--- src/rtl/usb_ep_pkg.sv ---
// Shared types and encodings for the endpoint handshake engine.
package usb_ep_pkg;

    typedef enum logic [2:0] {
        RSP_NONE  = 3'd0,
        RSP_ACK   = 3'd1,
        RSP_NAK   = 3'd2,
        RSP_STALL = 3'd3,
        RSP_DATA  = 3'd4
    } rsp_e;

    typedef enum logic [1:0] {
        EV_IN_TOK     = 2'd0,
        EV_OUT_DATA   = 2'd1,
        EV_SETUP_DATA = 2'd2,
        EV_IN_ACK     = 2'd3
    } ev_e;

    localparam logic [1:0] TK_OUT   = 2'd0;
    localparam logic [1:0] TK_IN    = 2'd1;
    localparam logic [1:0] TK_SETUP = 2'd2;

    localparam logic [1:0] DIR_OUT = 2'b01;
    localparam logic [1:0] DIR_IN  = 2'b10;

    localparam logic [3:0] ST_IN_ACK   = 4'b0000;
    localparam logic [3:0] ST_IN_NAK   = 4'b0001;
    localparam logic [3:0] ST_OUT_D0   = 4'b0010;
    localparam logic [3:0] ST_SETUP    = 4'b0011;
    localparam logic [3:0] ST_OUT_D1   = 4'b0110;
    localparam logic [3:0] ST_ISO_DONE = 4'b0111;

    localparam logic [2:0] SEL_SEG   = 3'd0;
    localparam logic [2:0] SEL_LEN   = 3'd1;
    localparam logic [2:0] SEL_CFG   = 3'd2;
    localparam logic [2:0] SEL_CTRL  = 3'd3;
    localparam logic [2:0] SEL_SETUP = 3'd4;
    localparam logic [2:0] SEL_STAT  = 3'd5;

    // Endpoint configuration, bit 4 down to bit 0.
    typedef struct packed {
        logic       stall;
        logic       seq;
        logic       iso;
        logic [1:0] dir;
    } ep_cfg_t;

    // Hardware update of one endpoint after a decided event.
    typedef struct packed {
        logic       disarm;
        logic       stat_en;
        logic [3:0] stat;
        logic       ovr_en;
        logic       ovr;
        logic       len_en;
        logic       seq_en;
        logic       seq_val;
        logic       stall_clr;
    } ep_upd_t;

endpackage

--- src/rtl/ep_slot.sv ---
// One endpoint's state: config, segment, length, arm flag, status, overrun.
// Assumes register writes and hardware updates are already steered to this
// slot; a hardware update wins over a register write in the same cycle.
module ep_slot
    import usb_ep_pkg::*;
#(
    parameter int LEN_W = 9,
    parameter int SEG_W = 6,
    parameter int DW    = 16
) (
    input  logic             clk,
    input  logic             rst_n,
    input  logic             wr_en,
    input  logic [2:0]       wr_sel,
    input  logic [DW-1:0]    wr_data,
    input  logic             hw_en,
    input  ep_upd_t          upd,
    input  logic [LEN_W-1:0] rx_len,
    output logic             armed,
    output ep_cfg_t          cfg,
    output logic [SEG_W-1:0] seg,
    output logic [LEN_W-1:0] len,
    output logic [3:0]       stat,
    output logic             ovr
);

    localparam int CFG_W = $bits(ep_cfg_t);

    // Register writes first, then hardware updates that override them.
    always_ff @(posedge clk) begin
        if (!rst_n) begin
            armed <= 1'b0;
            cfg   <= '0;
            seg   <= '0;
            len   <= '0;
            stat  <= '0;
            ovr   <= 1'b0;
        end else begin
            if (wr_en) begin
                case (wr_sel)
                    SEL_SEG: seg <= wr_data[SEG_W-1:0];
                    SEL_LEN: begin
                        len   <= wr_data[LEN_W-1:0];
                        armed <= 1'b1;
                    end
                    SEL_CFG: cfg <= ep_cfg_t'(wr_data[CFG_W-1:0]);
                    SEL_CTRL: if (wr_data[0]) armed <= 1'b0;
                    default: ;
                endcase
            end
            if (hw_en) begin
                if (upd.disarm)    armed     <= 1'b0;
                if (upd.stat_en)   stat      <= upd.stat;
                if (upd.ovr_en)    ovr       <= upd.ovr;
                if (upd.len_en)    len       <= rx_len;
                if (upd.seq_en)    cfg.seq   <= upd.seq_val;
                if (upd.stall_clr) cfg.stall <= 1'b0;
            end
        end
    end


    len_arm_chk: assert property (@(posedge clk) disable iff (!rst_n)
        (wr_en && wr_sel == SEL_LEN && !(hw_en && (upd.disarm || upd.len_en)))
        |=> (armed && len == $past(wr_data[LEN_W-1:0])));


    clr_rdy_chk: assert property (@(posedge clk) disable iff (!rst_n)
        (wr_en && wr_sel == SEL_CTRL && wr_data[0]) |=> !armed);


    stall_clr_chk: assert property (@(posedge clk) disable iff (!rst_n)
        (hw_en && upd.stall_clr && !wr_en) |=> (!cfg.stall && cfg.seq));


    seq_tgl_chk: assert property (@(posedge clk) disable iff (!rst_n)
        (hw_en && upd.seq_en && !upd.stall_clr && !wr_en) |=> (cfg.seq != $past(cfg.seq)));

endmodule

--- src/rtl/ep_decide.sv ---
// Combinational handshake decision for one event on the selected endpoint.
// Assumes ev_kind is meaningful only when ev_valid is high; returns an
// all-zero update otherwise.
module ep_decide
    import usb_ep_pkg::*;
#(
    parameter int LEN_W     = 9,
    parameter int CNT_W     = LEN_W + 1,
    parameter int SETUP_MAX = 8
) (
    input  logic             ev_valid,
    input  ev_e              ev_kind,
    input  ep_cfg_t          cfg,
    input  logic             armed,
    input  logic [LEN_W-1:0] max_len,
    input  logic [CNT_W-1:0] rx_cnt,
    input  logic             crc_ok,
    input  logic             rx_data1,
    output rsp_e             rsp,
    output logic             pid1,
    output logic             wait_ack,
    output ep_upd_t          upd
);

    logic disabled;
    logic over_out;
    logic over_setup;

    // Endpoint mode and length comparisons.
    always_comb begin
        disabled   = (cfg.dir != DIR_OUT) && (cfg.dir != DIR_IN);
        over_out   = rx_cnt > {1'b0, max_len};
        over_setup = rx_cnt > CNT_W'(SETUP_MAX);
    end

    // Pick the handshake and the state update for the event.
    always_comb begin
        rsp      = RSP_NONE;
        pid1     = cfg.seq;
        wait_ack = 1'b0;
        upd      = '0;
        if (ev_valid) begin
            case (ev_kind)
                EV_SETUP_DATA: begin
                    if (crc_ok) begin
                        rsp           = RSP_ACK;
                        upd.disarm    = 1'b1;
                        upd.stat_en   = 1'b1;
                        upd.stat      = ST_SETUP;
                        upd.ovr_en    = 1'b1;
                        upd.ovr       = over_setup;
                        upd.len_en    = 1'b1;
                        upd.seq_en    = 1'b1;
                        upd.seq_val   = 1'b1;
                        upd.stall_clr = 1'b1;
                    end
                end
                EV_OUT_DATA: begin
                    if (crc_ok && !disabled) begin
                        if (cfg.stall) begin
                            rsp = RSP_STALL;
                        end else if (!armed || cfg.dir != DIR_OUT) begin
                            rsp = cfg.iso ? RSP_NONE : RSP_NAK;
                        end else begin
                            rsp         = cfg.iso ? RSP_NONE : RSP_ACK;
                            upd.disarm  = 1'b1;
                            upd.stat_en = 1'b1;
                            upd.stat    = cfg.iso ? ST_ISO_DONE :
                                          (rx_data1 ? ST_OUT_D1 : ST_OUT_D0);
                            upd.ovr_en  = 1'b1;
                            upd.ovr     = over_out;
                            upd.len_en  = 1'b1;
                        end
                    end
                end
                EV_IN_TOK: begin
                    if (!disabled) begin
                        if (cfg.stall) begin
                            rsp = RSP_STALL;
                        end else if (!armed || cfg.dir != DIR_IN) begin
                            if (!cfg.iso) begin
                                rsp         = RSP_NAK;
                                upd.stat_en = 1'b1;
                                upd.stat    = ST_IN_NAK;
                            end
                        end else begin
                            rsp = RSP_DATA;
                            if (cfg.iso) begin
                                upd.disarm  = 1'b1;
                                upd.stat_en = 1'b1;
                                upd.stat    = ST_ISO_DONE;
                            end else begin
                                wait_ack = 1'b1;
                            end
                        end
                    end
                end
                default: begin
                    upd.disarm  = 1'b1;
                    upd.stat_en = 1'b1;
                    upd.stat    = ST_IN_ACK;
                    upd.seq_en  = 1'b1;
                    upd.seq_val = !cfg.seq;
                end
            endcase
        end
    end

endmodule

--- src/rtl/usb_ep_engine.sv ---
// Endpoint transaction handshake engine: tracks the current token, routes
// events to the addressed endpoint, registers the response and buffer address,
// and muxes register readback. Assumes at most one token, packet end or host
// ACK is meaningful per cycle and that the packet layer orders them.
module usb_ep_engine
    import usb_ep_pkg::*;
#(
    parameter int NUM_EP    = 4,
    parameter int LEN_W     = 9,
    parameter int SEG_W     = 6,
    parameter int DW        = 16,
    parameter int SETUP_MAX = 8,
    localparam int EP_W     = (NUM_EP > 1) ? $clog2(NUM_EP) : 1,
    localparam int CNT_W    = LEN_W + 1,
    localparam int ADDR_W   = SEG_W + 3
) (
    input  logic              clk,
    input  logic              rst_n,
    input  logic              tok_valid,
    input  logic [1:0]        tok_kind,
    input  logic [EP_W-1:0]   tok_ep,
    input  logic              pkt_done,
    input  logic [CNT_W-1:0]  pkt_len,
    input  logic              pkt_crc_ok,
    input  logic              pkt_data1,
    input  logic              host_ack,
    output logic              rsp_valid,
    output logic [2:0]        rsp_code,
    output logic              rsp_data1,
    output logic [LEN_W-1:0]  rsp_len,
    output logic [ADDR_W-1:0] buf_addr,
    input  logic              reg_we,
    input  logic [EP_W-1:0]   reg_ep,
    input  logic [2:0]        reg_sel,
    input  logic [DW-1:0]     reg_wdata,
    input  logic [EP_W-1:0]   reg_rd_ep,
    input  logic [2:0]        reg_rd_sel,
    output logic [DW-1:0]     reg_rdata
);

    localparam int CFG_W = $bits(ep_cfg_t);

    logic             armed_a [NUM_EP];
    ep_cfg_t          cfg_a   [NUM_EP];
    logic [SEG_W-1:0] seg_a   [NUM_EP];
    logic [LEN_W-1:0] len_a   [NUM_EP];
    logic [3:0]       stat_a  [NUM_EP];
    logic             ovr_a   [NUM_EP];

    logic [SEG_W-1:0] setup_seg;
    logic [EP_W-1:0]  cur_ep;
    logic             busy;
    logic             cur_setup;
    logic             in_wait;

    logic             ev_valid;
    ev_e              ev_kind;
    logic [EP_W-1:0]  ev_ep;

    rsp_e             dec_rsp;
    logic             dec_pid1;
    logic             dec_wait;
    ep_upd_t          dec_upd;
    ep_cfg_t          sel_cfg;

    // Choose the event to decide this cycle and the endpoint it touches.
    always_comb begin
        ev_valid = 1'b0;
        ev_kind  = EV_IN_TOK;
        ev_ep    = tok_ep;
        if (tok_valid && tok_kind == TK_IN) begin
            ev_valid = 1'b1;
        end else if (pkt_done && busy) begin
            ev_valid = 1'b1;
            ev_kind  = cur_setup ? EV_SETUP_DATA : EV_OUT_DATA;
            ev_ep    = cur_ep;
        end else if (host_ack && in_wait) begin
            ev_valid = 1'b1;
            ev_kind  = EV_IN_ACK;
            ev_ep    = cur_ep;
        end
    end

    assign sel_cfg = cfg_a[ev_ep];

    ep_decide #(
        .LEN_W     (LEN_W),
        .CNT_W     (CNT_W),
        .SETUP_MAX (SETUP_MAX)
    ) decide_i (
        .ev_valid (ev_valid),
        .ev_kind  (ev_kind),
        .cfg      (sel_cfg),
        .armed    (armed_a[ev_ep]),
        .max_len  (len_a[ev_ep]),
        .rx_cnt   (pkt_len),
        .crc_ok   (pkt_crc_ok),
        .rx_data1 (pkt_data1),
        .rsp      (dec_rsp),
        .pid1     (dec_pid1),
        .wait_ack (dec_wait),
        .upd      (dec_upd)
    );

    for (genvar i = 0; i < NUM_EP; i++) begin : g_ep
        ep_slot #(
            .LEN_W (LEN_W),
            .SEG_W (SEG_W),
            .DW    (DW)
        ) slot_i (
            .clk     (clk),
            .rst_n   (rst_n),
            .wr_en   (reg_we && reg_ep == EP_W'(i) && reg_sel != SEL_SETUP),
            .wr_sel  (reg_sel),
            .wr_data (reg_wdata),
            .hw_en   (ev_valid && ev_ep == EP_W'(i)),
            .upd     (dec_upd),
            .rx_len  (pkt_len[LEN_W-1:0]),
            .armed   (armed_a[i]),
            .cfg     (cfg_a[i]),
            .seg     (seg_a[i]),
            .len     (len_a[i]),
            .stat    (stat_a[i]),
            .ovr     (ovr_a[i])
        );
    end

    // Shared SETUP buffer segment register.
    always_ff @(posedge clk) begin
        if (!rst_n) begin
            setup_seg <= '0;
        end else if (reg_we && reg_sel == SEL_SETUP) begin
            setup_seg <= reg_wdata[SEG_W-1:0];
        end
    end

    // Track the open transaction and latch the buffer address per token.
    always_ff @(posedge clk) begin
        if (!rst_n) begin
            cur_ep    <= '0;
            busy      <= 1'b0;
            cur_setup <= 1'b0;
            in_wait   <= 1'b0;
            buf_addr  <= '0;
        end else begin
            if (tok_valid && tok_kind != 2'd3) begin
                cur_ep    <= tok_ep;
                busy      <= (tok_kind == TK_OUT) || (tok_kind == TK_SETUP);
                cur_setup <= (tok_kind == TK_SETUP);
                in_wait   <= 1'b0;
                buf_addr  <= (tok_kind == TK_SETUP) ? {setup_seg, 3'b000}
                                                    : {seg_a[tok_ep], 3'b000};
            end else begin
                if (pkt_done && busy)    busy    <= 1'b0;
                if (host_ack && in_wait) in_wait <= 1'b0;
            end
            if (ev_valid && dec_wait) in_wait <= 1'b1;
        end
    end

    // Register the handshake answer for the packet layer.
    always_ff @(posedge clk) begin
        if (!rst_n) begin
            rsp_valid <= 1'b0;
            rsp_code  <= RSP_NONE;
            rsp_data1 <= 1'b0;
            rsp_len   <= '0;
        end else begin
            rsp_valid <= ev_valid && ev_kind != EV_IN_ACK;
            rsp_code  <= dec_rsp;
            rsp_data1 <= dec_pid1;
            rsp_len   <= len_a[ev_ep];
        end
    end

    // Register readback mux.
    always_comb begin
        reg_rdata = '0;
        case (reg_rd_sel)
            SEL_SEG:   reg_rdata[SEG_W-1:0] = seg_a[reg_rd_ep];
            SEL_LEN:   reg_rdata[LEN_W-1:0] = len_a[reg_rd_ep];
            SEL_CFG:   reg_rdata[CFG_W-1:0] = cfg_a[reg_rd_ep];
            SEL_SETUP: reg_rdata[SEG_W-1:0] = setup_seg;
            SEL_STAT:  reg_rdata[5:0] = {armed_a[reg_rd_ep], ovr_a[reg_rd_ep],
                                         stat_a[reg_rd_ep]};
            default:   reg_rdata = '0;
        endcase
    end


    rsp_cause_chk: assert property (@(posedge clk) disable iff (!rst_n)
        rsp_valid |-> $past(tok_valid || pkt_done));


    dis_quiet_chk: assert property (@(posedge clk) disable iff (!rst_n)
        (ev_valid && ev_kind == EV_IN_TOK && sel_cfg.dir != DIR_IN && sel_cfg.dir != DIR_OUT)
        |=> (rsp_valid && rsp_code == RSP_NONE));


    stall_rsp_chk: assert property (@(posedge clk) disable iff (!rst_n)
        (ev_valid && ev_kind == EV_IN_TOK && sel_cfg.stall &&
         (sel_cfg.dir == DIR_IN || sel_cfg.dir == DIR_OUT))
        |=> (rsp_valid && rsp_code == RSP_STALL));

endmodule

--- config.mk ---
export PLATFORM = sky130hd
export DESIGN_NAME = usb_ep_engine
export DESIGN_NICKNAME = d
export VERILOG_FILES = /design/src/rtl/usb_ep_pkg.sv /design/src/rtl/ep_slot.sv /design/src/rtl/ep_decide.sv /design/src/rtl/usb_ep_engine.sv
export SDC_FILE = /design/constraint.sdc
export NUM_CORES = 1
export LEC_CHECK = 0
export ABC_AREA = 1
export BUFFER_PORTS_ARGS = -buffer_cell sky130_fd_sc_hd__buf_4
export CORE_MARGIN = 3
export CORE_UTILIZATION = 60
export CTS_BUF_LIST = sky130_fd_sc_hd__clkbuf_4 sky130_fd_sc_hd__clkbuf_8
export DETAILED_ROUTE_END_ITERATION = 8
export GPL_TIMING_DRIVEN = 0
export PLACE_DENSITY_LB_ADDON = 0.25
export RECOVER_POWER = 100
export SLEW_MARGIN = 20
export SYNTH_ARGS = -nofsm -noshare
export SYNTH_HDL_FRONTEND = slang
export SYNTH_SLANG_ARGS = --single-unit
--- constraint.sdc ---
create_clock -name clk -period 4.1 [get_ports clk]
set_input_delay 0.41 -clock clk [delete_from_list [all_inputs] [get_ports clk]]
set_output_delay 0.41 -clock clk [all_outputs]
set_load 0.02 [all_outputs]
# ---- Word level (Yosys, flattened, before mapping)
# Index checks and enable logic that the tools add are counted.
# W data, S select, Z words.
dict set report totals {
  regBits 138
  input_bits 48
  output_inout_bits 39
  wordCells 268
}
dict set report classes {
  magnitude_cmp 5
  n_eq_ne 23
  muxes 138
  n_bitwise 3
  reduce_logical 53
}
# cell n
set op_table {}
lappend op_table {{$mux W9} 24}
lappend op_table {{$mux W5} 14}
lappend op_table {{$mux W1} 48}
lappend op_table {{$mux W6} 7}
lappend op_table {{$bmux W9 S2} 2}
lappend op_table {{$reduce_and A2 Y1} 17}
lappend op_table {{$pmux W5 S5} 1}
lappend op_table {{$bmux W6 S2} 2}
lappend op_table {{$mux W12} 2}
lappend op_table {{$mux W2} 12}
lappend op_table {{$mux W3} 8}
lappend op_table {{$logic_and A1 B1 Y1} 21}
lappend op_table {{$bmux W5 S2} 2}
lappend op_table {{$pmux W6 S3} 1}
lappend op_table {{$eq A2 B2 Y1 const B} 6}
lappend op_table {{$mux W4} 3}
lappend op_table {{$gt A10 B4 Y1 const B} 1}
lappend op_table {{$gt A10 B9 Y1} 1}
lappend op_table {{$eq A3 B2 Y1 const B} 3}
lappend op_table {{$eq A3 B3 Y1 const B} 3}
lappend op_table {{$ge A3 B3 Y1 const B} 3}
lappend op_table {{$not A2 Y3} 3}
lappend op_table {{$pmux W3 S3} 1}
lappend op_table {{$bmux W4 S2} 1}
lappend op_table {{other kinds (17)} 36}

# ---- Longest topological paths before layout
# Gate-level depths: netlist (run 1).
dict set report logic_depth {
  ltp_word 17
  depth_mapped 22
  ltp_nobuf 22
}

# ---- Hierarchy
# Synthesis (run 1) repeated with hierarchy kept, for this count alone.
dict set report hier_totals {
  cells_unflattened 1377
  hier_area_um2 8614.5
}
# module instances cells_each area_each_um2 seq_area_each_um2
set by_module_without_submodules {}
lappend by_module_without_submodules {ep_slot 4 176 1211.2 520.5}
lappend by_module_without_submodules {usb_ep_engine 1 548 3050.4 620.6}
lappend by_module_without_submodules {ep_decide 1 125 719.4 0.0}

# ---- Least setup slack after synthesis (run 1)
# No wires, ideal clock.
dict set report synth_path {
  kind {input to register}
  from {input pkt_done}
  to {register g_ep[0].slot_i.stat[0]}
  setup_ns 0.113
  arrival_time_ns 2.739
  setup_slack_ns 1.248
  stages 20
  cell_sequence {nand2_1 -> nand2_2 -> nand2_4 -> o21ai_4 -> inv_4 -> nor2_2 -> clkbuf_1 -> a221oi_1 -> o21a_1 -> ha_1 -> nand3_1 -> inv_1 -> ha_1 -> nand3_1 -> nand3_1 -> nand2_1 -> inv_1 -> nand2_1 -> nand2_1 -> nor2_1}
}
dict set report synth_between {
  elab_chain_len 15
}
# element line_no
set synth_rtl {}
lappend synth_rtl {{start, declared} usb_ep_engine.sv:22} ;# input logic pkt_done,
lappend synth_rtl {{$logic_and A1 B1 Y1 (*)} usb_ep_engine.sv:73} ;# end else if (pkt_done && busy) begin
lappend synth_rtl {{$mux W2} usb_ep_engine.sv:73}
lappend synth_rtl {{$mux W2} usb_ep_engine.sv:71} ;# if (tok_valid && tok_kind == TK_IN) begin
lappend synth_rtl {{$not A2 Y3 (implied by the code)} {usb_ep_engine.sv:84, usb_ep_engine.sv:94}}
lappend synth_rtl {{$bmux W5 S2 / $bmux W1 S2 (equally long branches)} {usb_ep_engine.sv:84, usb_ep_engine.sv:94}}
lappend synth_rtl {{$mux W5 (implied by the code) / $mux W1 (equally long branches) (2 in series)} {usb_ep_engine.sv:84, usb_ep_engine.sv:94}}
lappend synth_rtl {{$ne A2 B2 Y1, or another cell as far along} {ep_decide.sv:31, ep_decide.sv:80}}
lappend synth_rtl {{$logic_or A1 B1 Y1, or another cell as far along} ep_decide.sv:80} ;# end else if (!armed || cfg.dir != DIR_IN) begin
lappend synth_rtl {{$mux W5, or another cell as far along} ep_decide.sv:80}
lappend synth_rtl {{$mux W6, or another cell as far along} ep_decide.sv:78} ;# if (cfg.stall) begin
lappend synth_rtl {{$mux W6 / $mux W9 (equally long branches)} {ep_decide.sv:77, ep_decide.sv:59}}
lappend synth_rtl {{$pmux W6 S3} ep_decide.sv:43} ;# case (ev_kind)
lappend synth_rtl {{$mux W12} ep_decide.sv:42} ;# if (ev_valid) begin
lappend synth_rtl {{$reduce_and A2 Y1 (no source line)} n/a}
lappend synth_rtl {{end signal, assigned} ep_slot.sv:53} ;# if (upd.stat_en) stat <= upd.stat;
lappend synth_rtl {{end, declared} ep_slot.sv:23} ;# output logic [3:0] stat,
# Every way passes the cells marked *; elsewhere a longest branch is shown, timed or not. The select of a mux whose other input is x is not followed.
# A chain may end at the register's enable or synchronous reset.

# ---- Final worst setup path (run 1)
dict set report layout_path {
  from {register busy}
  to {register g_ep[3].slot_i.len[3]}
}
dict set report layout_between {
  elab_chain_len 16
}
# element line_no
set layout_rtl {}
lappend layout_rtl {{start, declared} usb_ep_engine.sv:52} ;# logic busy;
lappend layout_rtl {{start signal, assigned} usb_ep_engine.sv:148} ;# busy <= (tok_kind == TK_OUT) || (tok_kind == TK_SETUP);
lappend layout_rtl {{$logic_and A1 B1 Y1 (*)} usb_ep_engine.sv:73}
lappend layout_rtl {{$mux W2} usb_ep_engine.sv:73}
lappend layout_rtl {{$mux W2} usb_ep_engine.sv:71}
lappend layout_rtl {{$not A2 Y3 (implied by the code)} {usb_ep_engine.sv:84, usb_ep_engine.sv:94}}
lappend layout_rtl {{$bmux W5 S2 / $bmux W1 S2 (equally long branches)} {usb_ep_engine.sv:84, usb_ep_engine.sv:94}}
lappend layout_rtl {{$mux W5 (implied by the code) / $mux W1 (equally long branches) (2 in series)} {usb_ep_engine.sv:84, usb_ep_engine.sv:94}}
lappend layout_rtl {{$ne A2 B1 Y1, or another cell as far along} {ep_decide.sv:31, ep_decide.sv:62}}
lappend layout_rtl {{$logic_or A1 B1 Y1 / $logic_and A1 B1 Y1 (equally long branches)} {ep_decide.sv:62, ep_decide.sv:31}}
lappend layout_rtl {{$mux W9 / $logic_not A1 Y1 (equally long branches)} {ep_decide.sv:62, ep_decide.sv:59}}
lappend layout_rtl {{$mux W9 / $logic_and A1 B1 Y1 (equally long branches)} {ep_decide.sv:60, ep_decide.sv:59}}
lappend layout_rtl {{$mux W9} ep_decide.sv:59} ;# if (crc_ok && !disabled) begin
lappend layout_rtl {{$pmux W3 S2} ep_decide.sv:43}
lappend layout_rtl {{$mux W12} ep_decide.sv:42}
lappend layout_rtl {{$mux W9} ep_slot.sv:55} ;# if (upd.len_en) len <= rx_len;
lappend layout_rtl {{$mux W9 (*)} ep_slot.sv:51} ;# if (hw_en) begin
lappend layout_rtl {{end signal, assigned} ep_slot.sv:43} ;# len <= wr_data[LEN_W-1:0];
lappend layout_rtl {{end signal, assigned} ep_slot.sv:55}
lappend layout_rtl {{end, declared} ep_slot.sv:22} ;# output logic [LEN_W-1:0] len,
# Marks and branches as above.

==> summary.txt, run 1 <==
Outcome
  – Status: finished clean

Place
  – Port buffer count: 66
  – Routability Congestion: 1.04
  – Post-DP HPWL: 19,200 µm

STA
  – RSZ-0062 raised after global routing: no
  – Setup violators final: 0
  – Final Hold Vio Count: 0
  – Highest clock rate: 260 MHz
  – Tcrit/Tclk final: 0.937
  – Fin crit period: 3.84 ns
  – Slew HR: 0.422
  – Slew Limit Fails: 0
  – Clk_skew: 0.00974 ns
  – Least-Margin Pin Slew: 0.860 ns
  – Setup TNS: 0 ns

Clock network
  – Total CTS buffers: 17
  – Clock Path Buffers: 2
  – Clock-pin slew on the worst setup and hold paths: 0.08 ns
  – Root buf cell: clkbuf_8
  – CTS sink cnt: 131
  – H-tree depth: 4
  – Post-CTS sizing: 0
  – Post-CTS Setup Inserts: 0
  – Clk_lat worst skew: 0.48 ns
  – CTS Hold Buffers Added: 0
  – TritonCTS clock tree: done

Layout
  – Area delta synth->final: 13.5%
  – Fin util: 0.703
  – # fillers: 1,101
  – Multi-input logic area: 4120 µm²
  – Sequential Area: 2620 µm²
  – # diodes: 0
  – Layout cells sized above 1: 0.0872
  – Post-layout nets: 1,303

Die
  – Rows: 40
  – Io pins: 87
  – Die Y-Extent: 118 µm
  – Die X-Extent: 118 µm
  – Starting Density: 0.619
  – Die area: 13,900 µm²
  – Core region area: 12,100 µm²

Routing
  – DR iter-0 viols: 1,457
  – Vias: 8,660
  – 1st-pass router iterations: 7
  – Drt wl/cell: 19.0 µm
  – Vias per cell: 6.11
  – Drc violations: 0
  – Final antenna-violating net count: 0
  – Routed wire length: 26,900 µm

Global routing
  – Pin count of the biggest net entering global routing: 17
  – Vias in the first global route: 8,078
  – Total global-route track usage: 0.384
  – GRT overflow: 0
  – Initial antenna violation count: 0
  – Global-route wire length before repair: 42,200 µm

Synthesis
  – Mapped Area: 7500 µm²
  – Synth Instances: 1,143
  – Syn avg cell area: 6.56 µm²
  – Yosys cell types: 42
  – Synthesis Warnings: 0
  – Yosys reg bits: 131
  – Sequential share of the synthesized area: 0.350

Power
  – Lkg Pwr: 3.89 nW
  – Pwr Density: 348 nW/µm²
  – VDD IR max: 0.324 mV

Critical path
  – CP required: 4.52 ns
  – Crit path kind: reg -> reg
  – Crit. End Element: register
  – Worst r2r src: busy
  – Worst setup SP type: register
  – Crit path DAT: 4.26 ns
  – CP max FO: 10
  – CP startpoint: busy

Worst hold path
  – Worst Hold Class: in -> reg
  – Startpoint of the worst hold path: pkt_len[3]

Run
  – Max-cap violations: 0
## placed cells by master, fill, tap and decap left out, drive strengths merged, types with 3 or more instances in the layout
cell type	Yosys	layout
conb	1	10
nand2	216	216
o21a	6	6
o211ai	5	5
clkinvlp	0	3
nand3	41	41
clkbuf	37	98
a21oi	108	108
ha	18	18
a22oi	47	47
nor2	208	208
clkinv	8	10
dfxtp	131	131
inv	112	112
o22ai	19	19
nor3	13	13
o21ai	126	126
buf	23	52
bufinv	0	3
o221ai	7	7
nand4	4	4
## cells in the mapped netlist (all sizes together)
| cell type | count | area, µm² |
|---|---|---|
| nor3 | 13 | 65.1 |
| nand2 | 216 | 843 |
| a311oi | 1 | 8.76 |
| a221o | 1 | 10.0 |
| a22oi | 47 | 353 |
| nor2 | 208 | 806 |
| o22ai | 19 | 119 |
| clkbuf | 37 | 139 |
| conb | 1 | 3.75 |
| o221ai | 7 | 61.3 |
| or2 | 1 | 6.26 |
| nand4 | 4 | 25.0 |
| buf | 23 | 183 |
| o21a | 6 | 45.0 |
| inv | 112 | 423 |
| a221oi | 2 | 17.5 |
| o31ai | 2 | 15.0 |
| nor4 | 2 | 12.5 |
| and3 | 1 | 6.26 |
| ha | 18 | 225 |
| clkinv | 8 | 30.0 |
| and2 | 1 | 6.26 |
| dfxtp | 131 | 2620 |
| o311ai | 1 | 8.76 |
| o211ai | 5 | 37.5 |
| nand3 | 41 | 230 |
| a2111o | 1 | 11.3 |
| o21ai | 126 | 642 |
| a21oi | 108 | 544 |
## metal layers
| metal | GRT usage | up-vias | wire length, µm |
|---|---|---|---|
| met5 | 0 | - | 0 |
| li1 | - | 3967 | - |
| met4 | 0.215 | 0 | 1700 |
| met2 | 0.571 | 701 | 11300 |
| met1 | 0.489 | 3812 | 10000 |
| met3 | 0.128 | 180 | 3920 |
## flip-flops by register name (all words and copies together), names as in the netlist, 2 cells and up
register,cells
buf_addr,6
cur_ep,2
g_ep.slot_i.armed,4
g_ep.slot_i.cfg,20
g_ep.slot_i.len,36
g_ep.slot_i.ovr,4
g_ep.slot_i.seg,24
g_ep.slot_i.stat,12
rsp_code,3
rsp_len,9
setup_seg,6
## critical path, cell delays in order (launching register included)
cell and delay [ns]:
dfxtp_1 0.33, nand2_1 0.08, nand2_1 0.17, nand2_4 0.11, nand2_1 0.16, nand2_2 0.11, nor2_1 0.15, clkbuf_1 0.65
a221oi_1 0.23, o21a_1 0.20, ha_1 0.30, inv_1 0.07, nand3_1 0.15, a21oi_2 0.14, nand2_1 0.18, nand2_4 0.14
nand3_2 0.07, clkbuf_2 0.26, nand2_1 0.13, nand2_1 0.08, nor2_1 0.10
## final cells by class
class | count | area share
flip-flops and latches | 131 | 0.308
well taps | 168 | 0.0247
clock inverters | 8 | 0.0144
plain buffers | 60 | 0.0334
multi-input cells | 841 | 0.484
inverters | 120 | 0.0532
repair buffers | 66 | 0.0445
clock buffers | 24 | 0.0373
## worst paths after layout
path	end	slack [ns]	cells past startpoint
max	g_ep[3].slot_i.len[3]	0.26	20
min	g_ep[1].slot_i.len[3]	0.22	3
max reg2reg	g_ep[3].slot_i.len[3]	0.26	20
min reg2reg	cur_ep[0]	0.47	2
## where the power goes
| group | leakage, nW | internal, W | switching, W |
|---|---|---|---|
| Combinational | 2.61 | 0.000120 | 0.000311 |
| Clock | 0.218 | 0.000693 | 0.000531 |
| Sequential | 1.06 | 0.00129 | 0.0000131 |
## cells by family after synthesis
group                      Yosys count  synth area share
buffers and inverters              180             0.103
other                                1          0.000500
and+or+nand+nor                    487             0.267
AOI/OAI and AO/OA                  326             0.250
DFF                                131             0.350
adders and majority gates           18            0.0300
## stage by stage
stage          hold slack, ns  worst slack, ns  total power, W  cells  area [µm²]
6_report                0.215            0.258         0.00296   1418        8510
5_1_grt                 0.221           0.0828         0.00304   1418        8510
4_1_cts                 0.216            0.577         0.00295   1418        8680
3_5_place_dp            0.460            0.399         0.00175   1386        8240
3_3_place_gp            0.461            0.446         0.00175   1386        8240
2_1_floorplan           0.444             1.25         0.00159   1152        7530
Power figures use the tool's default switching activity.
==> run 2, diff against run 1 <==
==> constraint.sdc (replaced) <==
create_clock -name clk -period 4.4 [get_ports clk]
set_input_delay 0.44 -clock clk [delete_from_list [all_inputs] [get_ports clk]]
set_output_delay 0.44 -clock clk [all_outputs]
set_load 0.02 [all_outputs]
==> summary.txt, run 2 (synthesis results as in run 1) <==
Layout
  – Largest Register: g_ep.slot_i.len
  – Layout cells sized above 1: 0.0848 (-0.00240)
  – Top Registers: g_ep.slot_i.len x36, g_ep.slot_i.seg x24, g_ep.slot_i.cfg x20
  – Max reg flops: 36 (unchanged)
  – Most frequent cells in the layout: 212 x nand2_1, 202 x nor2_1, 131 x dfxtp_1
  – # diodes: 0 (unchanged)
  – Commonest non-fill, non-tap cell in the layout: nand2_1
  – Area delta synth->final: 13.6%
  – Final std cells w/o fill: 1,418 (unchanged)
  – Post-layout nets: 1,303 (unchanged)
  – # fillers: 1,098 (-0.27%)
  – Finished Cell Area: 8520 µm² (+0.12%)

Routing
  – Drc violations: 0 (unchanged)
  – Routed wire length: 27,000 µm (+0.33%)
  – Drt wl/cell: 19.1 µm (+0.33%)
  – Vias per cell: 6.18 (+1.1%)
  – Final antenna-violating net count: 0 (unchanged)
  – DR iter-0 viols: 1,465 (+0.55%)
  – Vias: 8,759 (+1.1%)
  – 1st-pass router iterations: 7 (unchanged)

Critical path
  – Crit. End Element: register
  – Crit path kind: reg -> reg
  – Worst r2r src: busy
  – Crit path DAT: 4.27 ns (about the same)
  – CP required: 4.78 ns (+0.26 ns)
  – CP max FO: 10 (unchanged)
  – Worst setup SP type: register
  – Reg2reg end: g_ep[0].slot_i.len[2]
  – Reg2Reg Setup Slack: 0.50 ns (+0.25 ns)
  – Worst R2R Path Depth: 20 (unchanged)

Worst hold path
  – Worst Hold Path EP: g_ep[0].slot_i.len[7]
  – WHS Path Cells: 3 (unchanged)
  – Startpoint of the worst hold path: pkt_len[7]
  – Worst Hold Class: in -> reg

Global routing
  – Global-route wire length before repair: 42,200 µm (unchanged)
  – Initial antenna violation count: 0 (unchanged)
  – GRT overflow: 0 (unchanged)
  – Vias in the first global route: 8,078 (unchanged)
  – Total global-route track usage: 0.384 (unchanged)
  – Pin count of the biggest net entering global routing: 17 (unchanged)

Power
  – VDD IR max: 0.301 mV (-7.2%)
  – Lkg Pwr: 3.90 nW (+0.16%)
  – Pwr Density: 324 nW/µm² (-6.8%)

Clock network
  – H-tree depth: 4 (unchanged)
  – Root buf cell: clkbuf_8
  – Clock Path Buffers: 2 (unchanged)
  – CTS Hold Buffers Added: 0 (unchanged)
  – Total CTS buffers: 17 (unchanged)
  – TritonCTS clock tree: done
  – Post-CTS sizing: 0 (unchanged)
  – Clock-pin slew on the worst setup and hold paths: 0.08 ns (about the same)
  – CTS sink cnt: 131 (unchanged)
  – Post-CTS Setup Inserts: 0 (unchanged)
  – Clk_lat worst skew: 0.48 ns (about the same)

Place
  – Post-DP HPWL: 19,200 µm (unchanged)
  – Post-Place Cells: 1,386 (unchanged)
  – Routability Congestion: 1.04 (unchanged)
  – Pre-CTS setup slack: 0.669 ns (+0.270 ns)
  – Port buffer count: 66 (unchanged)
  – Placed Area: 8240 µm² (unchanged)

STA
  – RSZ-0062 raised after global routing: no
  – Fin Hold WS: 0.241 ns (+0.0258 ns)
  – Setup violators final: 0 (unchanged)
  – Tcrit/Tclk final: 0.885 (-0.0518)
  – Highest clock rate: 257 MHz (-1.4%)
  – Fin crit period: 3.90 ns (+0.0534 ns)
  – Clk_skew: 0.0113 ns (+0.00155 ns)
  – Least-Margin Pin Slew: 0.846 ns (-0.0141 ns)
  – Setup TNS: 0 ns (unchanged)
  – Final Hold Vio Count: 0 (unchanged)
  – Slew Limit Fails: 0 (unchanged)
  – Final Worst Setup Slack: 0.504 ns (+0.247 ns)
  – Slew HR: 0.431 (+0.00950)

Die
  – Die Y-Extent: 118 µm (unchanged)
  – Starting Density: 0.619 (unchanged)
  – Core region area: 12,100 µm² (unchanged)
  – Io pins: 87 (unchanged)
  – Rows: 40 (unchanged)
  – Die X-Extent: 118 µm (unchanged)
  – Die area: 13,900 µm² (unchanged)

Outcome
  – Status: finished clean

Run
  – Max-cap violations: 0 (unchanged)
-- run 2: worst max path at each step --
stage                   from                      to  slack [ns]  cells past startpoint
floorplan           pkt_done  g_ep[0].slot_i.stat[0]        1.52                     20
global placement    pkt_done      g_ep[2].slot_i.ovr        0.72                     21
global route            busy   g_ep[0].slot_i.len[4]        0.23                     20
detailed placement  pkt_done      g_ep[2].slot_i.ovr        0.67                     21
finish                  busy   g_ep[0].slot_i.len[2]        0.50                     20
CTS                     busy   g_ep[2].slot_i.len[3]        0.88                     19
-- run 2: final cells by class --
type                    count  area [µm²]  share of cell area
plain buffers              60         309              0.0363
clock buffers              24         318              0.0373
clock inverters             8         123              0.0144
inverters                 120         453              0.0531
multi-input cells         841        4110               0.482
flip-flops and latches    131        2620               0.308
well taps                 168         210              0.0247
repair buffers             66         379              0.0445
-- run 2: power by group --
group	total [W]	internal (W)	switching (W)	leakage (nW)
registers	0.00122	0.00120	0.0000123	1.06
clock network	0.00115	0.000646	0.000500	0.218
logic	0.000399	0.000111	0.000289	2.62
-- run 2: through the flow --
stage / utilization / power (W)
after floorplan: - / 0.00148
after global placement: 0.680 / 0.00163
after detailed placement: 0.680 / 0.00163
after CTS: 0.717 / 0.00275
after global routing: 0.704 / 0.00283
final: 0.704 / 0.00276
-- run 2: critical path, cell delays in order, from the launching register on --
cell      delay (ns)
dfxtp_1         0.33
nand2_1         0.08
nand2_1         0.13
nand2_1         0.19
nand2_1         0.20
nand2_1         0.19
nor2_4          0.37
inv_1           0.34
nor2_1          0.17
a221oi_1        0.07
o21a_1          0.20
ha_1            0.30
inv_1           0.07
nand3_1         0.15
a21oi_2         0.14
nand2_1         0.18
nand2_4         0.13
nand3_2         0.07
clkbuf_2        0.24
o21ai_1         0.17
nor2_1          0.05
-- run 2: routing by layer --
layer  up-vias  track usage  wire length, µm
met3       178        0.128             3850
met2       700        0.571            11300
met4         0        0.215             1750
met1      3903        0.489            10100
met5         -            0                0
li1       3978            -                -
